### src/rtl/xirq_pkg.sv
package xirq_pkg;
  localparam int unsigned XIRQ_SRC_N = 7;
  localparam int unsigned XIRQ_DW    = 8;

  // in-service state for the two priority levels
  typedef struct packed {
    logic hi;
    logic lo;
  } xirq_lvl_t;
endpackage

### src/rtl/xirq_pend.sv
module xirq_pend #(
  parameter int unsigned N = 7
) (
  input  logic         clk,
  input  logic         rst,
  input  logic [N-1:0] req,
  input  logic         sw_wr,
  input  logic [N-1:0] sw_keep,
  input  logic [N-1:0] taken,
  output logic [N-1:0] pend
);
  logic [N-1:0] req_q;
  logic [N-1:0] rise;
  logic [N-1:0] keep;

  assign rise = req & ~req_q;
  assign keep = sw_wr ? sw_keep : '1;

  always_ff @(posedge clk) begin
    if (rst) begin
      req_q <= '0;
      pend  <= '0;
    end else begin
      req_q <= req;
      // a new edge always survives a same-cycle clear
      pend  <= (pend & keep & ~taken) | rise;
    end
  end
endmodule

### src/rtl/xirq_arb.sv
module xirq_arb #(
  parameter int unsigned N  = 7,
  localparam int unsigned IW = (N > 1) ? $clog2(N) : 1
) (
  input  logic [N-1:0]  cand,
  input  logic [N-1:0]  prio,
  input  logic          busy_hi,
  input  logic          busy_lo,
  output logic          win_ok,
  output logic          win_hi,
  output logic [N-1:0]  win_oh,
  output logic [IW-1:0] win_idx
);
  logic [N-1:0] grp_hi;
  logic [N-1:0] grp_lo;
  logic [N-1:0] sel;

  for (genvar g = 0; g < N; g++) begin : g_split
    assign grp_hi[g] = cand[g] &  prio[g];
    assign grp_lo[g] = cand[g] & ~prio[g];
  end

  always_comb begin
    win_hi = 1'b0;
    sel    = '0;
    if (!busy_hi && (|grp_hi)) begin
      sel    = grp_hi;
      win_hi = 1'b1;
    end else if (!busy_hi && !busy_lo) begin
      sel = grp_lo;
    end
  end

  assign win_oh = sel & (~sel + {{(N-1){1'b0}}, 1'b1});
  assign win_ok = |sel;

  always_comb begin
    win_idx = '0;
    for (int i = 0; i < N; i++) begin
      if (win_oh[i]) win_idx = IW'(i);
    end
  end
endmodule

### src/rtl/xirq_lvl.sv
module xirq_lvl (
  input  logic clk,
  input  logic rst,
  input  logic reti,
  input  logic acc,
  input  logic acc_hi,
  output logic isr_hi,
  output logic isr_lo
);
  logic drop_hi;
  logic drop_lo;

  assign drop_hi = reti & isr_hi;
  assign drop_lo = reti & ~isr_hi & isr_lo;

  always_ff @(posedge clk) begin
    if (rst) begin
      isr_hi <= 1'b0;
      isr_lo <= 1'b0;
    end else begin
      isr_hi <= (isr_hi & ~drop_hi) | (acc &  acc_hi);
      isr_lo <= (isr_lo & ~drop_lo) | (acc & ~acc_hi);
    end
  end
endmodule

### src/rtl/xirq_ctrl.sv
module xirq_ctrl #(
  parameter int unsigned N         = xirq_pkg::XIRQ_SRC_N,
  parameter logic [15:0] VEC_BASE  = 16'h002B,
  parameter logic [15:0] VEC_STEP  = 16'h0008,
  parameter logic [7:0]  ADDR_PEND = 8'hC1,
  parameter logic [7:0]  ADDR_MASK = 8'hC2,
  parameter logic [7:0]  ADDR_PRIO = 8'hC3
) (
  input  logic         clk,
  input  logic         rst,
  input  logic         mc_tick,
  input  logic [6:0]   src_req,
  input  logic         reti,
  input  logic [7:0]   sfr_addr,
  input  logic         sfr_we,
  input  logic [7:0]   sfr_wdata,
  output logic [7:0]   sfr_rdata,
  output logic         irq_req,
  output logic [15:0]  irq_vec
);
  localparam int unsigned IW = (N > 1) ? $clog2(N) : 1;

  logic [N-1:0]  pend;
  logic [N-1:0]  mask_r;
  logic [N-1:0]  prio_r;
  logic [N-1:0]  win_oh;
  logic [N-1:0]  taken;
  logic [IW-1:0] win_idx;
  logic          win_ok;
  logic          win_hi;
  logic          acc;
  logic          isr_hi;
  logic          isr_lo;
  logic [15:0]   vec_n;
  xirq_pkg::xirq_lvl_t lvl;

  assign lvl.hi = isr_hi;
  assign lvl.lo = isr_lo;

  xirq_pend #(.N(N)) u_pend (
    .clk    (clk),
    .rst    (rst),
    .req    (src_req[N-1:0]),
    .sw_wr  (sfr_we && (sfr_addr == ADDR_PEND)),
    .sw_keep(sfr_wdata[N-1:0]),
    .taken  (taken),
    .pend   (pend)
  );

  xirq_arb #(.N(N)) u_arb (
    .cand   (pend & mask_r),
    .prio   (prio_r),
    .busy_hi(lvl.hi),
    .busy_lo(lvl.lo),
    .win_ok (win_ok),
    .win_hi (win_hi),
    .win_oh (win_oh),
    .win_idx(win_idx)
  );

  assign acc   = mc_tick & win_ok;
  assign taken = acc ? win_oh : '0;

  xirq_lvl u_lvl (
    .clk   (clk),
    .rst   (rst),
    .reti  (reti),
    .acc   (acc),
    .acc_hi(win_hi),
    .isr_hi(isr_hi),
    .isr_lo(isr_lo)
  );

  assign vec_n = VEC_BASE + VEC_STEP * {{(16-IW){1'b0}}, win_idx};

  always_ff @(posedge clk) begin
    if (rst) begin
      mask_r  <= '0;
      prio_r  <= '0;
      irq_req <= 1'b0;
      irq_vec <= '0;
    end else begin
      if (sfr_we && sfr_addr == ADDR_MASK) mask_r <= sfr_wdata[N-1:0];
      if (sfr_we && sfr_addr == ADDR_PRIO) prio_r <= sfr_wdata[N-1:0];
      irq_req <= acc;
      if (acc) irq_vec <= vec_n;
    end
  end

  always_comb begin
    sfr_rdata = '0;
    if (sfr_addr == ADDR_PEND)      sfr_rdata[N-1:0] = pend;
    else if (sfr_addr == ADDR_MASK) sfr_rdata[N-1:0] = mask_r;
    else if (sfr_addr == ADDR_PRIO) sfr_rdata[N-1:0] = prio_r;
  end
endmodule

### config.mk
export PLATFORM = sky130hd
export DESIGN_NAME = xirq_ctrl
export DESIGN_NICKNAME = d
export VERILOG_FILES = /design/src/rtl/xirq_pkg.sv /design/src/rtl/xirq_pend.sv /design/src/rtl/xirq_arb.sv /design/src/rtl/xirq_lvl.sv /design/src/rtl/xirq_ctrl.sv
export SDC_FILE = /design/constraint.sdc
export NUM_CORES = 1
export LEC_CHECK = 0
export ABC_AREA = 1
export BUFFER_PORTS_ARGS = -buffer_cell sky130_fd_sc_hd__buf_2
export CAP_MARGIN = 5
export CORE_MARGIN = 2
export CORE_UTILIZATION = 53
export CTS_CLUSTER_SIZE = 20
export DETAILED_ROUTE_END_ITERATION = 16
export HOLD_SLACK_MARGIN = 0.02
export PLACE_DENSITY = 0.84
export SYNTH_ARGS = -nofsm -noshare
export SYNTH_HDL_FRONTEND = slang
export SYNTH_SLANG_ARGS = --single-unit
export TNS_END_PERCENT = 5
### constraint.sdc
create_clock -name clk -period 4.01 [get_ports clk]
set_clock_uncertainty 0.15 [all_clocks]
set_input_delay 1.203 -clock clk [delete_from_list [all_inputs] [get_ports clk]]
set_output_delay 1.203 -clock clk [all_outputs]
set_load 0.02 [all_outputs]
Word level (Yosys, flattened, before mapping)
Index checks and enable logic that the tools add are counted.
{ "op_classes": {"muxes": 14, "eq_ne": 3, "bitwise": 44, "reduce_logical": 9, "add_sub_neg": 2} }
{ "ops": {"columns": ["op", "n"], "rows": [
  ["2-to-1 mux 7 bit", 7],
  ["bitwise AND 7 bit", 5],
  ["equality test 8 bit, second input constant", 3],
  ["bitwise AND 1 bit", 22],
  ["inverter 7 bit", 3],
  ["OR reduction 7 bit", 2],
  ["inverter 1 bit", 11],
  ["2-to-1 mux 3 bit", 3],
  ["adder 6 x 6 -> 7 bit, first input constant", 1],
  ["adder 7 x 1 -> 7 bit, second input constant", 1],
  ["bitwise OR 7 bit", 1],
  ["logical AND 1 bit", 5],
  ["2-to-1 mux 2 bit", 2],
  ["logical NOT 1 bit", 2],
  ["2-to-1 mux 1 bit", 2],
  ["bitwise OR 1 bit", 2]
]} }
{ "word_totals": {"wordCells": 80, "in_bits": 28, "out_inout_bits": 25, "register_bits": 47} }

Logic depth before layout (Yosys ltp)
{ "logic_depth": {"ltp_word": 15, "mapped_depth": 19, "depth_no_buf": 18} }

Hierarchy
From an unflattened synthesis, not the netlist that was laid out.
{ "hier_totals": {"hier_cells": 410, "hier_area_um2": 2483.6} }
{ "modules_own_cells": {"columns": ["mod", "cells_per_inst", "instances", "area_each_um2"], "rows": [
  ["xirq_ctrl", 233, 1, 1366.3],
  ["xirq_pend", 85, 1, 585.6],
  ["xirq_arb", 80, 1, 447.9],
  ["xirq_lvl", 12, 1, 83.8]
]} }

Worst setup path after synthesis
OpenSTA, ideal clock, no wires.
{ "synth_path": {"path_type": "in2out", "from": "input port sfr_addr[3]", "to": "output port sfr_rdata[0]", "path_stages": 4, "arrival_time_ps": 2393, "n_path_buf": 0, "path_slack_ps": 264, "required_time_ps": 2657, "path_cell_list": "or2_2 > nor4_1 > inv_1 > o221ai_1"} }
{ "synth_via": {"elab_chain_cells": 4, "word_cells_on_any_way": 6, "cone_classes": "eq/ne (3); mux (3)"} }
{ "synth_lines": {"columns": ["element", "line", "rtl"], "rows": [
  ["start, declared", "xirq_ctrl.sv:14", "input logic [7:0] sfr_addr,"],
  ["equality test 8 bit", "xirq_ctrl.sv:94", "else if (sfr_addr == ADDR_PRIO) sfr_rdata[N-1:0] = prio_r;"],
  ["2-to-1 mux 7 bit", "xirq_ctrl.sv:94", null],
  ["2-to-1 mux 7 bit", "xirq_ctrl.sv:93", "else if (sfr_addr == ADDR_MASK) sfr_rdata[N-1:0] = mask_r;"],
  ["2-to-1 mux 7 bit *", "xirq_ctrl.sv:92", "if (sfr_addr == ADDR_PEND) sfr_rdata[N-1:0] = pend;"],
  ["end, declared", "xirq_ctrl.sv:17", "output logic [7:0] sfr_rdata,"]
]} }
Mark *: on every way between the ends. The rest lies on a longest branch, timed or not.

Worst setup path after layout
{ "layout_path": {"from": "input port sfr_addr[3]", "to": "output port sfr_rdata[5]"} }
Same word-level chain as after synthesis.

==> results.py <==
metrics = {
    "timing": {
        "setup_viol": 0,
        "tightest_slew_ns": 0.842,
        "rsz0062_at_grt": "false",
        "fin_setup_tns_ns": 0,
        "maxSlewViolCount": 0,
        "min_period_ns": 3.87,
        "final_hold_viol_count": 0,
        "max-slew-margin-rel": 0.438,
        "post-route-period-util": 0.964,
        "hold_slack_ns": 0.263,
        "clock.fmax_mhz": 259,
    },
    "global_routing": {
        "grt_pass1_vias": 1970,
        "gr-total-overflow": 0,
        "antenna_found_initial": 0,
        "grt_pass1_wl_um": 8310,
        "grt_max_degree": 31,
        "track_usage": 0.251,
    },
    "yosys": {
        "synthCells": 290,
        "ys_ff_latch": 36,
        "yosys-top-cells-area": "dfxtp_1, nand2_1, inv_1",
        "seq_area_frac_synth": 0.350,
        "ys_warn_count": 0,
        "yosysTopAreaCell": "dfxtp_1",
        "synth_cell_types": 31,
        "syn_area_um2": 2060,
        "netlist.area_leader.share": 0.350,
        "syn_area_per_cell_um2": 7.10,
    },
    "critical_path": {
        "rrSetupSlack_ns": 1.44,
        "endpoint_kind": "primary output",
        "crit_path_start_kind": "input pin",
        "critPathKind": "in2out",
        "worstReg2RegStart": "u_lvl.isr_hi",
        "r2r_cells": 15,
        "path_max_fanout": 8,
        "r2r_end": "irq_vec[5]",
        "cp.required_ns": 2.66,
        "arrival_ns": 2.51,
    },
    "detailed_routing": {
        "via_count": 2020,
        "drt-initial-drc-count": 87,
        "wl_met1_um": 2060,
        "dr.pass1.iters": 4,
        "wl_um": 5010,
        "ant_nets": 0,
        "vias_per_cell": 5.30,
        "wl_met2_um": 2560,
        "dr_wl_met3_um": 300,
        "wire_per_inst_um": 13.2,
        "drc": 0,
        "highest_layer": "met4",
    },
    "clocking": {
        "cts_max_path_buffers": 2,
        "htreeDepth": 2,
        "cts_hold_buf": 0,
        "cts_root_buf": "clkbuf_8",
        "cts_buffers": 5,
        "clk_pin_slew_ns": 0.08,
        "cts_num_sinks": 36,
        "cts_tree": "yes",
        "insertion_delay_ns": 0.30,
    },
    "hold_path": {
        "whs_path_depth": 1,
        "worstHoldStart": "u_pend.req_q[2]",
        "min_delay_worst_endpoint": "u_pend.pend[2]",
        "min_path_type": "reg2reg",
    },
    "run": {
        "max_cap_violations": 0,
    },
    "power": {
        "p_per_area_nw_per_um2": 315,
        "ir_drop_mv": 0.267,
        "power.leakage_nw": 1.22,
    },
    "placement": {
        "io_buffers": 40,
        "gp_congestion": 0.887,
        "dp_hpwl_um": 3600,
    },
    "final_layout": {
        "syn2layout_area_growth_pct": 17.3,
        "drive_gt1_frac": 0.255,
        "diodes": 0,
        "finish.net_count": 361,
    },
    "die": {
        "fp-row-count": 22,
        "start_util": 0.558,
        "die_h_um": 66.3,
        "dieArea_um2": 4400,
        "chipWidth_um": 66.3,
        "core_um2": 3690,
        "boundaryPins": 53,
    },
    "run_status": {
        "status": "finished, final reports clean",
    },
}
==> placed cells by master (no fill, tap or decap), types with 6 or more instances in the layout <==
cell type   n
nand2_1    49
inv_1      43
buf_2      40
dfxtp_1    36
o21ai_0    21
nor2_1     19
nand3_1    16
a21oi_1    16
conb_1     11
nand2_2     8
o21ai_1     8
o221ai_1    7
nand4_1     6
==> layout make-up <==
cell class	count	area [µm²]
Clock inverter	3	42.5
Tap cell	48	60.1
Fill cell	340	1270
Timing Repair Buffer	45	238
Inverter	47	176
Clock buffer	5	68.8
Multi-Input combinational cell	197	1110
Sequential cell	36	721
==> cells in the mapped netlist <==
cell	instances
dfxtp_1	36
nand4_1	6
nand3_2	4
inv_2	1
nand2_1	49
nand3b_1	4
conb_1	1
o32ai_1	1
o221ai_1	7
o2111ai_1	1
a21oi_1	16
nor2_2	4
o21ai_0	23
or2_2	1
nand2_4	4
clkbuf_1	7
buf_6	1
nor4_4	1
a21oi_2	1
o21ai_1	6
o211a_1	3
nand3_1	17
o31ai_1	1
o211ai_1	4
nor2_4	2
nor4_1	3
nor2_1	19
inv_1	46
buf_4	12
nand2_2	8
ha_1	1
==> logic make-up after synthesis <==
logic type,count (synthesis),synth area share
and+or+nand+nor,122,0.309
buffers and inverters,67,0.148
AOI/OAI and AO/OA,63,0.185
DFF,36,0.350
adders and majority gates,1,0.00608
other,1,0.00182
==> metal layers <==
layer / track usage / vias to the layer above
met5: 0 / -
met4: 0.130 / 0
met3: 0.0477 / 9
met2: 0.446 / 63
met1: 0.280 / 929
li1: - / 1019
==> worst max-delay path by stage <==
stage / startpoint / endpoint / slack (ns) / cells after the start
finish: sfr_addr[3] / sfr_rdata[5] / 0.14 / 9
CTS: sfr_addr[3] / sfr_rdata[5] / 0.002 / 8
global placement: sfr_addr[3] / sfr_rdata[1] / -0.03 / 8
floorplan: sfr_addr[3] / sfr_rdata[0] / 0.26 / 4
global route: sfr_addr[3] / sfr_rdata[6] / 0.04 / 9
detailed placement: sfr_addr[3] / sfr_rdata[1] / -0.06 / 8
==> state kept, by name (all words and copies together), names as in the netlist <==
| signal | count |
|---|---|
| mask_r | 7 |
| prio_r | 7 |
| u_pend.pend | 7 |
| u_pend.req_q | 7 |
| irq_vec | 5 |
| irq_req | 1 |
| u_lvl.isr_hi | 1 |
| u_lvl.isr_lo | 1 |
==> per-stage QoR <==
step	area, µm²	util	worst slack (ns)	power [W]	instances
2_1_floorplan	2100	-	0.264	0.000425	300
3_3_place_gp	2250	0.610	-0.0297	0.000438	371
3_5_place_dp	2250	0.610	-0.0617	0.000440	371
4_1_cts	2390	0.648	0.00217	0.000756	381
5_1_grt	2410	0.655	0.0391	0.000781	381
6_report	2410	0.655	0.144	0.000761	381
==> worst max-delay path, cell delays in order <==
cell	delay, ns
buf_2	0.09
or2_4	0.27
buf_4	0.15
nor4_4	0.24
inv_2	0.13
o221ai_1	0.10
o21ai_0	0.12
inv_1	0.06
buf_2	0.15
==> power breakdown <==
part	internal, W	total, W	switching, W
sequential	0.000369	0.000377	0.00000873
clock	0.000184	0.000325	0.000141
combinational	0.0000208	0.0000589	0.0000381
total	0.000573	0.000761	0.000188
==> timing repair <==
action,in CTS,in global routing
endpoints found under the setup margin,4,6
setup buffers,2,0
resized for setup,2,9
No activity file was read; power rests on OpenSTA's default activity.
